$ cat src/rtl/cpuif_pkg.sv
package cpuif_pkg;
  localparam logic [7:0] OFS_CTRL  = 8'h00;
  localparam logic [7:0] OFS_PMASK = 8'h04;
  localparam logic [7:0] OFS_BPR   = 8'h08;
  localparam logic [7:0] OFS_EOI   = 8'h10;
  localparam logic [7:0] OFS_RPR   = 8'h14;
  localparam logic [7:0] OFS_HPP   = 8'h18;
  localparam logic [7:0] OFS_ABPR  = 8'h1C;
  localparam logic [7:0] OFS_DIR   = 8'h20;
  localparam logic [7:0] OFS_APR   = 8'hD0;
  localparam logic [7:0] OFS_NSAPR = 8'hE0;
  localparam logic [7:0] WIN_MASK  = 8'h0C;

  // secure view control bit positions
  localparam int CB_EN0    = 0;
  localparam int CB_EN1    = 1;
  localparam int CB_CBPR   = 4;
  localparam int CB_EOI_S  = 9;
  localparam int CB_EOI_NS = 10;
  // non-secure view control bit positions
  localparam int NV_EN1 = 0;
  localparam int NV_EOI = 9;

  typedef struct packed {
    logic ns;
    logic groups;
    logic rev2;
  } acc_ctx_t;

  typedef struct packed {
    logic s_en0;
    logic s_en1;
    logic s_cbpr;
    logic s_eoi_s;
    logic s_eoi_ns;
    logic ns_en1;
    logic ns_eoi;
  } ctrl_wr_t;
endpackage

$ cat src/rtl/cpuif_access_qual.sv
module cpuif_access_qual #(
  parameter int REV_W     = 2,
  parameter int SPLIT_REV = 2
) (
  input  logic             sec_ext_i,
  input  logic [REV_W-1:0] rev_i,
  input  logic             vcpu_i,
  input  logic             secure_i,
  output cpuif_pkg::acc_ctx_t ctx_o
);
  assign ctx_o.rev2   = (rev_i == REV_W'(SPLIT_REV));
  assign ctx_o.groups = ctx_o.rev2 | sec_ext_i;
  // a virtual interface never exposes the security split
  assign ctx_o.ns     = sec_ext_i & ~secure_i & ~vcpu_i;
endmodule

$ cat src/rtl/cpuif_prio_view.sv
module cpuif_prio_view #(
  parameter int PRIO_W = 8
) (
  input  logic              clk_i,
  input  logic              rst_ni,
  input  logic              ns_i,
  input  logic              wr_i,
  input  logic [PRIO_W-1:0] wdata_i,
  input  logic [PRIO_W:0]   run_prio_i,
  output logic [PRIO_W-1:0] pmask_rd_o,
  output logic [PRIO_W-1:0] rpr_rd_o
);
  localparam int TOP = PRIO_W - 1;

  logic [PRIO_W-1:0] mask_q;
  logic [PRIO_W-1:0] rp;
  logic              idle;

  always_ff @(posedge clk_i or negedge rst_ni) begin
    if (!rst_ni) begin
      mask_q <= '0;
    end else if (wr_i) begin
      if (!ns_i)            mask_q <= wdata_i;
      else if (mask_q[TOP]) mask_q <= {1'b1, wdata_i[TOP:1]};
    end
  end

  always_comb begin
    if (!ns_i)            pmask_rd_o = mask_q;
    else if (mask_q[TOP]) pmask_rd_o = {mask_q[TOP-1:0], 1'b0};
    else                  pmask_rd_o = '0;
  end

  assign idle = run_prio_i[PRIO_W];
  assign rp   = run_prio_i[TOP:0];

  always_comb begin
    if (idle)         rpr_rd_o = '1;
    else if (!ns_i)   rpr_rd_o = rp;
    else if (rp[TOP]) rpr_rd_o = {rp[TOP-1:0], 1'b0};
    else              rpr_rd_o = '0;
  end

  AST_PMASK_NS_WI: assert property (@(posedge clk_i) disable iff (!rst_ni)
    (wr_i && ns_i && !mask_q[TOP]) |=> $stable(mask_q));
  AST_PMASK_NS_TOP: assert property (@(posedge clk_i) disable iff (!rst_ni)
    (wr_i && ns_i && mask_q[TOP]) |=> mask_q[TOP]);
endmodule

$ cat src/rtl/cpuif_bpr_bank.sv
module cpuif_bpr_bank #(
  parameter int BP_W     = 3,
  parameter int MIN_BPR  = 0,
  parameter int MIN_ABPR = 1
) (
  input  logic            clk_i,
  input  logic            rst_ni,
  input  logic            ns_i,
  input  logic            groups_i,
  input  logic            cbpr_i,
  input  logic            wr_bpr_i,
  input  logic            wr_abpr_i,
  input  logic [BP_W-1:0] wdata_i,
  output logic [BP_W-1:0] bpr_rd_o,
  output logic [BP_W-1:0] abpr_rd_o
);
  localparam logic [BP_W-1:0] FLOOR_S = BP_W'(MIN_BPR);
  localparam logic [BP_W-1:0] FLOOR_A = BP_W'(MIN_ABPR);
  localparam logic [BP_W-1:0] BP_MAX  = '1;

  logic [BP_W-1:0] bpr_q, abpr_q;
  logic [BP_W-1:0] w_s, w_a;

  assign w_s = (wdata_i < FLOOR_S) ? FLOOR_S : wdata_i;
  assign w_a = (wdata_i < FLOOR_A) ? FLOOR_A : wdata_i;

  always_ff @(posedge clk_i or negedge rst_ni) begin
    if (!rst_ni) begin
      bpr_q  <= FLOOR_S;
      abpr_q <= FLOOR_A;
    end else begin
      if (wr_bpr_i) begin
        if (!ns_i)        bpr_q  <= w_s;
        else if (!cbpr_i) abpr_q <= w_a;
      end
      if (wr_abpr_i && groups_i && !ns_i) abpr_q <= w_a;
    end
  end

  always_comb begin
    if (!ns_i)              bpr_rd_o = bpr_q;
    else if (!cbpr_i)       bpr_rd_o = abpr_q;
    else if (bpr_q == BP_MAX) bpr_rd_o = BP_MAX;
    else                    bpr_rd_o = bpr_q + 1'b1;
  end

  assign abpr_rd_o = (!groups_i || ns_i) ? '0 : abpr_q;

  AST_ABPR_FLOOR: assert property (@(posedge clk_i) disable iff (!rst_ni)
    abpr_q >= FLOOR_A);
  AST_BPR_NS_CBPR_WI: assert property (@(posedge clk_i) disable iff (!rst_ni)
    (wr_bpr_i && ns_i && cbpr_i) |=> ($stable(bpr_q) && $stable(abpr_q)));
  AST_ABPR_NS_WI: assert property (@(posedge clk_i) disable iff (!rst_ni)
    (wr_abpr_i && !wr_bpr_i && ns_i) |=> $stable(abpr_q));
endmodule

$ cat src/rtl/cpuif_apr_bank.sv
module cpuif_apr_bank #(
  parameter int NUM_APR = 4,
  parameter int IDX_W   = 2,
  parameter int DATA_W  = 32
) (
  input  logic              clk_i,
  input  logic              rst_ni,
  input  cpuif_pkg::acc_ctx_t ctx_i,
  input  logic              sel_apr_i,
  input  logic              sel_nsapr_i,
  input  logic [IDX_W-1:0]  idx_i,
  input  logic              we_i,
  input  logic [DATA_W-1:0] wdata_i,
  output logic [DATA_W-1:0] rd_o
);
  logic [DATA_W-1:0] apr_q   [NUM_APR];
  logic [DATA_W-1:0] nsapr_q [NUM_APR];
  logic idx_ok, hit_s, hit_ns;

  assign idx_ok = int'(idx_i) < NUM_APR;
  // secure word: APR window, secure access
  assign hit_s  = sel_apr_i && ctx_i.rev2 && idx_ok && !ctx_i.ns;
  // non-secure word: APR window from NS, or NSAPR window from secure with groups
  assign hit_ns = ctx_i.rev2 && idx_ok &&
                  ((sel_apr_i && ctx_i.ns) ||
                   (sel_nsapr_i && ctx_i.groups && !ctx_i.ns));

  always_ff @(posedge clk_i or negedge rst_ni) begin
    if (!rst_ni) begin
      for (int i = 0; i < NUM_APR; i++) begin
        apr_q[i]   <= '0;
        nsapr_q[i] <= '0;
      end
    end else if (we_i) begin
      for (int i = 0; i < NUM_APR; i++) begin
        if (idx_i == IDX_W'(i)) begin
          if (hit_s)  apr_q[i]   <= wdata_i;
          if (hit_ns) nsapr_q[i] <= wdata_i;
        end
      end
    end
  end

  always_comb begin
    rd_o = '0;
    for (int i = 0; i < NUM_APR; i++) begin
      if (idx_i == IDX_W'(i)) begin
        if (hit_s)  rd_o = apr_q[i];
        if (hit_ns) rd_o = nsapr_q[i];
      end
    end
  end

  for (genvar g = 0; g < NUM_APR; g++) begin : g_chk
    AST_NSAPR_NS_WI: assert property (@(posedge clk_i) disable iff (!rst_ni)
      (we_i && sel_nsapr_i && ctx_i.ns) |=> $stable(nsapr_q[g]));
    AST_APR_REV_WI: assert property (@(posedge clk_i) disable iff (!rst_ni)
      (we_i && !ctx_i.rev2) |=> ($stable(apr_q[g]) && $stable(nsapr_q[g])));
  end
endmodule

$ cat src/rtl/cpuif_ctrl.sv
module cpuif_ctrl #(
  parameter int ID_W = 10
) (
  input  logic                  clk_i,
  input  logic                  rst_ni,
  input  cpuif_pkg::acc_ctx_t   ctx_i,
  input  logic                  wr_ctrl_i,
  input  cpuif_pkg::ctrl_wr_t   cw_i,
  input  logic                  wr_eoi_i,
  input  logic                  wr_dir_i,
  input  logic [ID_W-1:0]       id_i,
  input  logic                  tgt_grp1_i,
  output logic                  en0_o,
  output logic                  en1_o,
  output logic                  cbpr_o,
  output logic                  eoi_s_o,
  output logic                  eoi_ns_o,
  output logic                  eoi_o,
  output logic                  dir_o,
  output logic [ID_W-1:0]       done_id_o,
  output logic                  drop_only_o
);
  logic split, blocked, eoi_ok, dir_ok;

  assign split   = ctx_i.rev2 & (ctx_i.ns ? eoi_ns_o : eoi_s_o);
  assign blocked = ctx_i.ns & ~tgt_grp1_i;
  assign eoi_ok  = wr_eoi_i & ~blocked;
  assign dir_ok  = wr_dir_i & split & ~blocked;

  always_ff @(posedge clk_i or negedge rst_ni) begin
    if (!rst_ni) begin
      en0_o    <= 1'b0;
      en1_o    <= 1'b0;
      cbpr_o   <= 1'b0;
      eoi_s_o  <= 1'b0;
      eoi_ns_o <= 1'b0;
    end else if (wr_ctrl_i) begin
      if (ctx_i.ns) begin
        en1_o <= cw_i.ns_en1;
        if (ctx_i.rev2) eoi_ns_o <= cw_i.ns_eoi;
      end else begin
        en0_o  <= cw_i.s_en0;
        en1_o  <= cw_i.s_en1;
        cbpr_o <= cw_i.s_cbpr;
        if (ctx_i.rev2) begin
          eoi_s_o  <= cw_i.s_eoi_s;
          eoi_ns_o <= cw_i.s_eoi_ns;
        end
      end
    end
  end

  always_ff @(posedge clk_i or negedge rst_ni) begin
    if (!rst_ni) begin
      eoi_o       <= 1'b0;
      dir_o       <= 1'b0;
      drop_only_o <= 1'b0;
      done_id_o   <= '0;
    end else begin
      eoi_o       <= eoi_ok;
      dir_o       <= dir_ok;
      drop_only_o <= eoi_ok & split;
      if (eoi_ok || dir_ok) done_id_o <= id_i;
    end
  end

  AST_EOI_NS_GRP0: assert property (@(posedge clk_i) disable iff (!rst_ni)
    eoi_o |-> !$past(ctx_i.ns && !tgt_grp1_i));
  AST_DIR_NS_GRP0: assert property (@(posedge clk_i) disable iff (!rst_ni)
    dir_o |-> !$past(ctx_i.ns && !tgt_grp1_i));
  AST_SPLIT_REV2: assert property (@(posedge clk_i) disable iff (!rst_ni)
    (dir_o || drop_only_o) |-> $past(ctx_i.rev2));
  AST_CTRL_NS_KEEP: assert property (@(posedge clk_i) disable iff (!rst_ni)
    (wr_ctrl_i && ctx_i.ns) |=> ($stable(en0_o) && $stable(cbpr_o) && $stable(eoi_s_o)));
endmodule

$ cat src/rtl/cpuif_bank.sv
module cpuif_bank #(
  parameter int ADDR_W   = 8,
  parameter int DATA_W   = 32,
  parameter int REV_W    = 2,
  parameter int PRIO_W   = 8,
  parameter int ID_W     = 10,
  parameter int BP_W     = 3,
  parameter int NUM_APR  = 4,
  parameter int MIN_BPR  = 0,
  parameter int MIN_ABPR = 1
) (
  input  logic              clk_i,
  input  logic              rst_ni,
  input  logic              cfg_sec_ext_i,
  input  logic [REV_W-1:0]  cfg_rev_i,
  input  logic              cfg_vcpu_i,
  input  logic              req_i,
  input  logic              we_i,
  input  logic              secure_i,
  input  logic [ADDR_W-1:0] addr_i,
  input  logic [DATA_W-1:0] wdata_i,
  output logic [DATA_W-1:0] rdata_o,
  output logic              rvalid_o,
  input  logic [PRIO_W:0]   run_prio_i,
  input  logic [ID_W-1:0]   pend_id_i,
  input  logic              pend_grp1_i,
  input  logic              tgt_grp1_i,
  output logic              eoi_o,
  output logic              dir_o,
  output logic [ID_W-1:0]   done_id_o,
  output logic              drop_only_o
);
  import cpuif_pkg::*;

  localparam int IDX_W = 2;
  localparam logic [ADDR_W-1:0] WIN_M = ~ADDR_W'(WIN_MASK);
  localparam logic [ID_W-1:0]   SPURIOUS = '1;

  acc_ctx_t ctx;
  ctrl_wr_t cw;
  logic wr, rd;
  logic sel_ctrl, sel_pmask, sel_bpr, sel_eoi, sel_rpr, sel_hpp, sel_abpr, sel_dir;
  logic sel_apr, sel_nsapr;
  logic en0, en1, cbpr, eoi_s, eoi_ns;
  logic [PRIO_W-1:0] pmask_rd, rpr_rd;
  logic [BP_W-1:0]   bpr_rd, abpr_rd;
  logic [DATA_W-1:0] apr_rd, ctrl_rd, rd_mux;
  logic [ID_W-1:0]   hpp_rd;

  assign wr = req_i & we_i;
  assign rd = req_i & ~we_i;

  assign sel_ctrl  = addr_i == ADDR_W'(OFS_CTRL);
  assign sel_pmask = addr_i == ADDR_W'(OFS_PMASK);
  assign sel_bpr   = addr_i == ADDR_W'(OFS_BPR);
  assign sel_eoi   = addr_i == ADDR_W'(OFS_EOI);
  assign sel_rpr   = addr_i == ADDR_W'(OFS_RPR);
  assign sel_hpp   = addr_i == ADDR_W'(OFS_HPP);
  assign sel_abpr  = addr_i == ADDR_W'(OFS_ABPR);
  assign sel_dir   = addr_i == ADDR_W'(OFS_DIR);
  assign sel_apr   = (addr_i & WIN_M) == ADDR_W'(OFS_APR);
  assign sel_nsapr = (addr_i & WIN_M) == ADDR_W'(OFS_NSAPR);

  cpuif_access_qual #(.REV_W(REV_W), .SPLIT_REV(2)) i_qual (
    .sec_ext_i (cfg_sec_ext_i),
    .rev_i     (cfg_rev_i),
    .vcpu_i    (cfg_vcpu_i),
    .secure_i  (secure_i),
    .ctx_o     (ctx)
  );

  cpuif_prio_view #(.PRIO_W(PRIO_W)) i_prio (
    .clk_i      (clk_i),
    .rst_ni     (rst_ni),
    .ns_i       (ctx.ns),
    .wr_i       (wr & sel_pmask),
    .wdata_i    (wdata_i[PRIO_W-1:0]),
    .run_prio_i (run_prio_i),
    .pmask_rd_o (pmask_rd),
    .rpr_rd_o   (rpr_rd)
  );

  cpuif_bpr_bank #(.BP_W(BP_W), .MIN_BPR(MIN_BPR), .MIN_ABPR(MIN_ABPR)) i_bpr (
    .clk_i     (clk_i),
    .rst_ni    (rst_ni),
    .ns_i      (ctx.ns),
    .groups_i  (ctx.groups),
    .cbpr_i    (cbpr),
    .wr_bpr_i  (wr & sel_bpr),
    .wr_abpr_i (wr & sel_abpr),
    .wdata_i   (wdata_i[BP_W-1:0]),
    .bpr_rd_o  (bpr_rd),
    .abpr_rd_o (abpr_rd)
  );

  cpuif_apr_bank #(.NUM_APR(NUM_APR), .IDX_W(IDX_W), .DATA_W(DATA_W)) i_apr (
    .clk_i       (clk_i),
    .rst_ni      (rst_ni),
    .ctx_i       (ctx),
    .sel_apr_i   (sel_apr),
    .sel_nsapr_i (sel_nsapr),
    .idx_i       (addr_i[IDX_W+1:2]),
    .we_i        (wr),
    .wdata_i     (wdata_i),
    .rd_o        (apr_rd)
  );

  assign cw.s_en0    = wdata_i[CB_EN0];
  assign cw.s_en1    = wdata_i[CB_EN1];
  assign cw.s_cbpr   = wdata_i[CB_CBPR];
  assign cw.s_eoi_s  = wdata_i[CB_EOI_S];
  assign cw.s_eoi_ns = wdata_i[CB_EOI_NS];
  assign cw.ns_en1   = wdata_i[NV_EN1];
  assign cw.ns_eoi   = wdata_i[NV_EOI];

  cpuif_ctrl #(.ID_W(ID_W)) i_ctrl (
    .clk_i       (clk_i),
    .rst_ni      (rst_ni),
    .ctx_i       (ctx),
    .wr_ctrl_i   (wr & sel_ctrl),
    .cw_i        (cw),
    .wr_eoi_i    (wr & sel_eoi),
    .wr_dir_i    (wr & sel_dir),
    .id_i        (wdata_i[ID_W-1:0]),
    .tgt_grp1_i  (tgt_grp1_i),
    .en0_o       (en0),
    .en1_o       (en1),
    .cbpr_o      (cbpr),
    .eoi_s_o     (eoi_s),
    .eoi_ns_o    (eoi_ns),
    .eoi_o       (eoi_o),
    .dir_o       (dir_o),
    .done_id_o   (done_id_o),
    .drop_only_o (drop_only_o)
  );

  always_comb begin
    ctrl_rd = '0;
    if (ctx.ns) begin
      ctrl_rd[NV_EN1] = en1;
      ctrl_rd[NV_EOI] = eoi_ns;
    end else begin
      ctrl_rd[CB_EN0]    = en0;
      ctrl_rd[CB_EN1]    = en1;
      ctrl_rd[CB_CBPR]   = cbpr;
      ctrl_rd[CB_EOI_S]  = eoi_s;
      ctrl_rd[CB_EOI_NS] = eoi_ns;
    end
  end

  assign hpp_rd = (ctx.groups && ctx.ns && !pend_grp1_i) ? SPURIOUS : pend_id_i;

  always_comb begin
    rd_mux = '0;
    if (sel_ctrl)                rd_mux = ctrl_rd;
    else if (sel_pmask)          rd_mux = DATA_W'(pmask_rd);
    else if (sel_bpr)            rd_mux = DATA_W'(bpr_rd);
    else if (sel_rpr)            rd_mux = DATA_W'(rpr_rd);
    else if (sel_hpp)            rd_mux = DATA_W'(hpp_rd);
    else if (sel_abpr)           rd_mux = DATA_W'(abpr_rd);
    else if (sel_apr | sel_nsapr) rd_mux = apr_rd;
  end

  always_ff @(posedge clk_i or negedge rst_ni) begin
    if (!rst_ni) begin
      rdata_o  <= '0;
      rvalid_o <= 1'b0;
    end else begin
      rvalid_o <= rd;
      if (rd) rdata_o <= rd_mux;
    end
  end

  AST_RVALID_ONE_CYCLE: assert property (@(posedge clk_i) disable iff (!rst_ni)
    rvalid_o |-> $past(req_i && !we_i));
  AST_RVALID_FOLLOWS: assert property (@(posedge clk_i) disable iff (!rst_ni)
    (req_i && !we_i) |=> rvalid_o);
endmodule

$ cat config.mk
export PLATFORM = sky130hd
export DESIGN_NAME = cpuif_bank
export DESIGN_NICKNAME = d
export VERILOG_FILES = /design/src/rtl/cpuif_pkg.sv /design/src/rtl/cpuif_access_qual.sv /design/src/rtl/cpuif_prio_view.sv /design/src/rtl/cpuif_bpr_bank.sv /design/src/rtl/cpuif_apr_bank.sv /design/src/rtl/cpuif_ctrl.sv /design/src/rtl/cpuif_bank.sv
export SDC_FILE = /design/constraint.sdc
export NUM_CORES = 1
export LEC_CHECK = 0
export BUFFER_PORTS_ARGS = -buffer_cell sky130_fd_sc_hd__buf_4
export CORE_ASPECT_RATIO = 0.9
export CORE_UTILIZATION = 60
export DETAILED_ROUTE_END_ITERATION = 10
export GPL_TIMING_DRIVEN = 0
export PLACE_DENSITY = 0.8
export SLEW_MARGIN = 20
export SYNTH_ARGS = -nofsm -noshare
export SYNTH_HDL_FRONTEND = slang
export SYNTH_SLANG_ARGS = --single-unit
export TNS_END_PERCENT = 50
$ cat constraint.sdc
create_clock -name clk_i -period 2.14 [get_ports clk_i]
set_clock_uncertainty 0.2 [all_clocks]
set_input_delay 0.214 -clock clk_i [delete_from_list [all_inputs] [get_ports clk_i]]
set_output_delay 0.214 -clock clk_i [all_outputs]
set_load 0.005 [all_outputs]
# Yosys cells after proc, flatten, opt, wreduce, memory -nomap -nowiden
# Index checks and enable logic that the tools add are counted.
[word_totals] out_inout_bits=46 wordCells=146 input_bits=70 register_bits=321
[classes] reduce_logical=34 n_lt_le_gt_ge=2 muxes=46 n_addsub=1 eq_ne=16 n_bitwise=24
[op_table] operator="32-bit 2-to-1 mux" n=19
[op_table] operator="8-bit 2-to-1 mux" n=7
[op_table] operator="8-bit by 5-bit == test with 1-bit output, second input constant" n=4
[op_table] operator="3-bit 2-to-1 mux" n=10
[op_table] operator="3-bit AND reduction" n=10
[op_table] operator="1-bit bitwise AND" n=16
[op_table] operator="6-bit == test, second input constant" n=2
[op_table] operator="1-bit logical AND" n=10
[op_table] operator="10-bit 2-to-1 mux" n=1
[op_table] operator="1-bit 2-to-1 mux" n=9
[op_table] operator="8-bit by 3-bit == test with 1-bit output, second input constant" n=1
[op_table] operator="8-bit by 4-bit == test with 1-bit output, second input constant" n=1
[op_table] operator="8-bit by 6-bit == test with 1-bit output, second input constant" n=1
[op_table] operator="8-bit logical NOT" n=1
[op_table] operator="2-bit AND reduction" n=4
[op_table] operator="2-bit == test, second input constant" n=3
[op_table] operator="3-bit by 1-bit less-than comparator with 1-bit output, second input constant" n=2
[op_table] operator="1-bit NOT" n=6
[op_table] operator="2-bit inequality test, second input constant" n=2
[op_table] operator="2-bit nonzero test" n=2
[op_table] operator="3-bit by 1-bit adder with 3-bit output, second input constant" n=1
[op_table] operator="3-bit == test, second input constant" n=1
[op_table] operator="1-bit logical NOT" n=3
[op_table] operator="1-bit logical OR" n=3
[op_table] operator="3 further kinds" n=4

# Logic depth before layout (Yosys ltp)
[depth] ltp_word=25 mapped_depth=10 depth_no_buf=7

# Cells and area by module
# Synthesis repeated with hierarchy kept, for this count alone.
[hier_totals] hier_cells=1215 area_unflattened_um2=15421.0
[by_module_without_submodules] module="cpuif_apr_bank" cells_each=820 seq_area_each_um2=6406.1 area_each_um2=11816.3 instances=1
[by_module_without_submodules] module="cpuif_bank" cells_each=226 seq_area_each_um2=825.8 area_each_um2=1874.3 instances=1
[by_module_without_submodules] module="cpuif_ctrl" cells_each=52 seq_area_each_um2=450.4 area_each_um2=750.7 instances=1
[by_module_without_submodules] module="cpuif_prio_view" cells_each=81 seq_area_each_um2=200.2 area_each_um2=583.1 instances=1
[by_module_without_submodules] module="cpuif_bpr_bank" cells_each=33 seq_area_each_um2=151.4 area_each_um2=369.1 instances=1
[by_module_without_submodules] module="cpuif_access_qual" cells_each=3 seq_area_each_um2=0.0 area_each_um2=27.5 instances=1

# Worst setup path before layout
# Ideal clock, no wire load.
[synth_timing] path_type="input to register" start="input port cfg_vcpu_i" end="register i_apr.nsapr_q[72] (netlist bit)" setup_ps=125 arrival_ps=1983 path_slack_ps=-168 stages=7 path_buffers=2 t_required_ps=1815 path_cell_list="or3b_1 -> buf_4 -> mux2i_2 -> nand2_1 -> nor3_2 -> buf_4 -> mux2_2"
[synth_via] elab_chain_len=7 elab_cells_between_ends=8 classes_between="bitwise: 2; reduce/logical: 6"
[synth_lines] item="start: declaration" line_no="cpuif_bank.sv:16" source="input logic cfg_vcpu_i,"
[synth_lines] item="1-bit NOT (*)" line_no="cpuif_access_qual.sv:14" source="assign ctx_o.ns = sec_ext_i & ~secure_i & ~vcpu_i;"
[synth_lines] item="1-bit bitwise AND (*)" line_no="cpuif_access_qual.sv:14"
[synth_lines] item="1-bit logical NOT" line_no="cpuif_apr_bank.sv:26" source="(sel_nsapr_i && ctx_i.groups && !ctx_i.ns));"
[synth_lines] item="1-bit logical AND" line_no="cpuif_apr_bank.sv:26"
[synth_lines] item="1-bit logical OR (*)" line_no="cpuif_apr_bank.sv:25" source="((sel_apr_i && ctx_i.ns) ||"
[synth_lines] item="1-bit logical AND (*)" line_no="cpuif_apr_bank.sv:24" source="assign hit_ns = ctx_i.rev2 && idx_ok &&"
[synth_lines] item="3-bit AND reduction (no line) (*)"
[synth_lines] item="end signal: indexed assignment" line_no="cpuif_apr_bank.sv:38" source="if (hit_ns) nsapr_q[i] <= wdata_i;"
[synth_lines] item="end: declaration" line_no="cpuif_apr_bank.sv:17" source="logic [DATA_W-1:0] nsapr_q [NUM_APR];"
# Every way passes the cells marked *; elsewhere a longest branch is shown, timed or not.
# A chain may end at the register's enable or synchronous reset.

# Final worst setup path
[layout_timing] start="input port secure_i" end="register rdata_o[3]"
[layout_via] elab_chain_len=25 elab_cells_between_ends=34 classes_between="mux: 23; bitwise: 3; reduce/logical: 8"
[layout_lines] item="start: declaration" line_no="cpuif_bank.sv:19" source="input logic secure_i,"
[layout_lines] item="1-bit NOT (*)" line_no="cpuif_access_qual.sv:14"
[layout_lines] item="1-bit bitwise AND (*) (2 in a row)" line_no="cpuif_access_qual.sv:14"
[layout_lines] item="1-bit logical NOT" line_no="cpuif_apr_bank.sv:22, cpuif_apr_bank.sv:26"
[layout_lines] item="1-bit logical AND" line_no="cpuif_apr_bank.sv:26"
[layout_lines] item="1-bit logical OR" line_no="cpuif_apr_bank.sv:25"
[layout_lines] item="1-bit logical AND" line_no="cpuif_apr_bank.sv:24"
[layout_lines] item="32-bit 2-to-1 mux" line_no="cpuif_apr_bank.sv:49" source="if (hit_ns) rd_o = nsapr_q[i];"
[layout_lines] item="32-bit 2-to-1 mux" line_no="cpuif_apr_bank.sv:47" source="if (idx_i == IDX_W'(i)) begin"
[layout_lines] item="[8 not listed]"
[layout_lines] item="32-bit 2-to-1 mux" line_no="cpuif_apr_bank.sv:47"
[layout_lines] item="32-bit 2-to-1 mux" line_no="cpuif_bank.sv:161" source="else if (sel_apr | sel_nsapr) rd_mux = apr_rd;"
[layout_lines] item="32-bit 2-to-1 mux" line_no="cpuif_bank.sv:160" source="else if (sel_abpr) rd_mux = DATA_W'(abpr_rd);"
[layout_lines] item="32-bit 2-to-1 mux" line_no="cpuif_bank.sv:159" source="else if (sel_hpp) rd_mux = DATA_W'(hpp_rd);"
[layout_lines] item="32-bit 2-to-1 mux" line_no="cpuif_bank.sv:158" source="else if (sel_rpr) rd_mux = DATA_W'(rpr_rd);"
[layout_lines] item="32-bit 2-to-1 mux" line_no="cpuif_bank.sv:157" source="else if (sel_bpr) rd_mux = DATA_W'(bpr_rd);"
[layout_lines] item="32-bit 2-to-1 mux (*)" line_no="cpuif_bank.sv:156" source="else if (sel_pmask) rd_mux = DATA_W'(pmask_rd);"
[layout_lines] item="32-bit 2-to-1 mux (*)" line_no="cpuif_bank.sv:155" source="if (sel_ctrl) rd_mux = ctrl_rd;"
[layout_lines] item="end signal: assignment" line_no="cpuif_bank.sv:170" source="if (rd) rdata_o <= rd_mux;"
[layout_lines] item="end: declaration" line_no="cpuif_bank.sv:22" source="output logic [DATA_W-1:0] rdata_o,"
# Marked as above.

==> flow_metrics.py <==
metrics = {
    "route": {
        "route.detailed.drc": 0,
        "firstDrtPassIters": 6,
        "post_drt_wl_per_cell_um": 28.1,
        "drt_iter0_markers": 1477,
        "num_vias": 12700,
        "via_per_inst": 6.93,
        "ant_nets": 0,
        "wl_um": 51600,
    },
    "floorplan": {
        "dieWidth_um": 171,
        "row_count": 55,
        "dieArea_mm2": 0.0262,
        "initial_utilization": 0.611,
        "die_h_um": 154,
        "core_mm2": 0.0251,
        "ios": 116,
    },
    "global_routing": {
        "gr-total-overflow": 0,
        "grtUsageMet3": 0.125,
        "grt_pass1_wl_um": 77300,
        "grtUsageMet1": 0.560,
        "grtUsageTotal": 0.398,
        "antenna_found_initial": 0,
        "met2_usage": 0.578,
        "grt_pass1_vias": 12800,
        "grt_start_max_net_pins": 99,
        "top_usage_layer": "met2",
    },
    "timing": {
        "period_share": 1.04,
        "drv_slew": 0,
        "hold_viol": 0,
        "relSlewSlack": 0.230,
        "period_needed_ns": 2.23,
        "finalSetupViolCount": 4,
        "fmaxAchievable_ghz": 0.449,
        "grt_setup_unrepaired": "yes",
        "worstMarginPinSlew_ns": 1.16,
        "hold_ws_ns": 0.0168,
        "layout_setup_ws_ns": -0.0879,
    },
    "clock_tree": {
        "cts_max_level": 2,
        "clock_latency_ns": 0.53,
        "clk_path_buf_depth": 3,
        "cts-root-buf": "clkbuf_16",
        "path_clk_slew_ns": 0.06,
        "tritoncts": "built",
        "cts_made_buffers": 34,
        "cts.sinks": 321,
    },
    "outcome": {
        "violations": "negative setup slack",
        "status": "finished, violations left",
    },
    "finish": {
        "nets": 1543,
        "fillers": 1667,
        "syn2layout_area_growth_pct": 22.8,
        "drive_above_1_share": 0.387,
    },
    "synthesis": {
        "ys.flop_type": "dfrtp_1",
        "syn-num-nets": 1340,
        "netlist_instances": 1269,
        "post_synth.cell_area_avg_um2": 12.1,
        "ys_async_sr_fraction": 1.00,
        "synth_warnings": 0,
        "synth_edf_count": 0,
        "ys_seq_area_frac": 0.524,
        "ys_ff_latch": 321,
        "synth_area_mm2": 0.0153,
        "synth_cell_types": 79,
    },
    "critical_path": {
        "path_max_fanout": 8,
        "startpoint_type": "input port",
        "path_class": "in -> reg",
        "r2r_cells": 6,
        "critPathLaunch": "secure_i",
        "worst_ep_arrival_time_ns": 2.41,
        "cp.required_ns": 2.33,
        "critPathCaptureType": "flip-flop",
        "rr_endpoint": "rdata_o[1]",
        "reg2reg_slack_ns": 0.16,
        "r2r_start": "i_bpr.bpr_q[0]",
        "crit_end": "rdata_o[3]",
    },
    "placed_design": {
        "gp_congestion": 1.01,
        "port_buffers": 114,
        "place_hpwl_um": 34500,
    },
    "pwr": {
        "p_leak_nw": 9.04,
        "ir_drop_mv": 0.661,
        "p_total_mw": 12.9,
        "cellPowerDensity_mw_per_mm2": 687,
    },
    "job": {
        "cap_violations": 0,
    },
    "worst_hold_path": {
        "hp-class": "in -> reg",
    },
}
## routing by layer
metal  routed length, um  part of all wire  vias up
met4                1710             0.033        0
met5                   0                 0        -
li1                    -                 -     5283
met3                5860              0.11      135
met1               21400              0.41     6545
met2               22700              0.44      779
## worst min-delay path by stage
stage                          from                to  slack, ns  depth (start not counted)
finish                         we_i   i_bpr.abpr_q[2]       0.02                          3
CTS                            we_i   i_bpr.abpr_q[2]      0.006                          3
detailed placement           rst_ni  i_prio.mask_q[3]     -0.006                          1
global route                   we_i   i_bpr.abpr_q[0]       0.02                          3
global placement    i_apr.apr_q[73]   i_apr.apr_q[73]       0.26                          1
floorplan                    rst_ni    i_apr.apr_q[0]      -0.28                          0
## power by group
part / switching [mW] / total [mW] / internal, mW
clock network: 2.44 / 5.73 / 3.29
logic: 0.660 / 1.03 / 0.373
registers: 0.0448 / 6.18 / 6.13
total: 3.15 / 12.9 / 9.80
## critical path: stages
cell      delay [ns]
buf_8           0.10
or3b_4          0.41
buf_12          0.16
mux2i_4         0.30
nor3_4          0.10
buf_6           0.18
a221o_1         0.40
a221oi_4        0.38
o22ai_1         0.14
## registers in the layout, summed over array words and instances, names as in the netlist, 3 cells and up
signal            flops
i_apr.nsapr_q       128
i_apr.apr_q         128
i_prio.mask_q         8
i_bpr.abpr_q          3
rdata_o              32
i_ctrl.done_id_o     10
i_bpr.bpr_q           3
## placed cells by master (no fill, tap or decap), types with 19 or more instances in the layout
master and count:
a21oi_1 62, a221o_1 24, a221oi_1 36, a32o_1 21
and3_1 19, buf_4 139, clkbuf_1 41, clkbuf_16 35
clkbuf_2 23, dfrtp_1 320, dlygate4sd3_1 40, mux2_2 253
nand2_1 55, nor2_1 45, o21ai_0 27, o22ai_1 44
## kinds of logic after synthesis
family / after synthesis / share of synthesized area
AO/OA/AOI/OAI: 329 / 0.158
flip-flops: 321 / 0.524
multiplexers: 289 / 0.212
AND/OR/NAND/NOR: 218 / 0.0731
buffers and inverters: 111 / 0.0324
adder cells (fa/ha/maj): 1 / 0.000816
## cell type report
cell class,instances,area (um2),share of cell area
Inverter,7,26.3,0.00139
Buffer,99,608,0.0323
Multi-Input combinational cell,837,7190,0.382
Antenna cell,1,2.50,0.000133
Tap cell,342,428,0.0227
Clock buffer,51,976,0.0518
Sequential cell,321,8030,0.426
Clock inverter,8,90.1,0.00478
Timing Repair Buffer,172,1490,0.0789
## stage by stage
| step | utilization | setup TNS (ns) | setup slack, ns | cell area [um2] | instances |
|---|---|---|---|---|---|
| global placement | 0.667 | -929.42 | -2.24 | 16800 | 1725 |
| finish | 0.750 | -0.176 | -0.0879 | 18800 | 1838 |
| global route | 0.750 | -0.262 | -0.0605 | 18800 | 1837 |
| CTS | 0.739 | -3.23 | -0.0864 | 18600 | 1832 |
| detailed placement | 0.670 | -233.35 | -1.21 | 16800 | 1728 |
| floorplan | - | -11.98 | -0.0895 | 15500 | 1269 |
## cell usage after synthesis (3+ instances only)
cell,n,share of area
clkbuf_1,60,0.015
or4_1,4,0.0020
o31ai_1,4,0.0020
nor4bb_1,3,0.0020
mux2_1,15,0.011
nand2b_1,7,0.0029
a31oi_1,10,0.0041
a32oi_1,3,0.0017
a221o_1,24,0.016
o21ai_0,28,0.0091
a211oi_1,20,0.0098
and3_1,19,0.0077
nand4_1,12,0.0049
nor2_1,52,0.013
buf_4,11,0.0054
nand2_1,59,0.014
nor4_1,4,0.0016
nor3_1,9,0.0029
nor3_2,7,0.0046
dfrtp_1,320,0.52
mux2i_1,9,0.0059
o22ai_1,44,0.018
and2_1,4,0.0016
a21oi_1,64,0.021
a21o_1,3,0.0015
a22oi_1,8,0.0039
nor2b_1,4,0.0016
a32o_1,21,0.014
a211o_1,3,0.0017
inv_1,7,0.0017
a221oi_1,42,0.024
buf_1,7,0.0017
nand3_1,20,0.0065
o22a_1,5,0.0029
mux2_2,263,0.19
o211ai_1,7,0.0034
o221ai_1,6,0.0034
o32ai_1,6,0.0034
buf_2,25,0.0082
## repair_timing
| item | in CTS | in global routing |
|---|---|---|
| pin swaps | 4 | 13 |
| gates cloned | 0 | 1 |
| setup endpoints to repair | 296 | 223 |
| hold endpoints to repair | 498 | 0 |
| hold buffers | 40 | 0 |
| buffers inserted | 6 | 8 |
| resized for setup | 69 | 65 |
(Power assumes the default switching activity.)
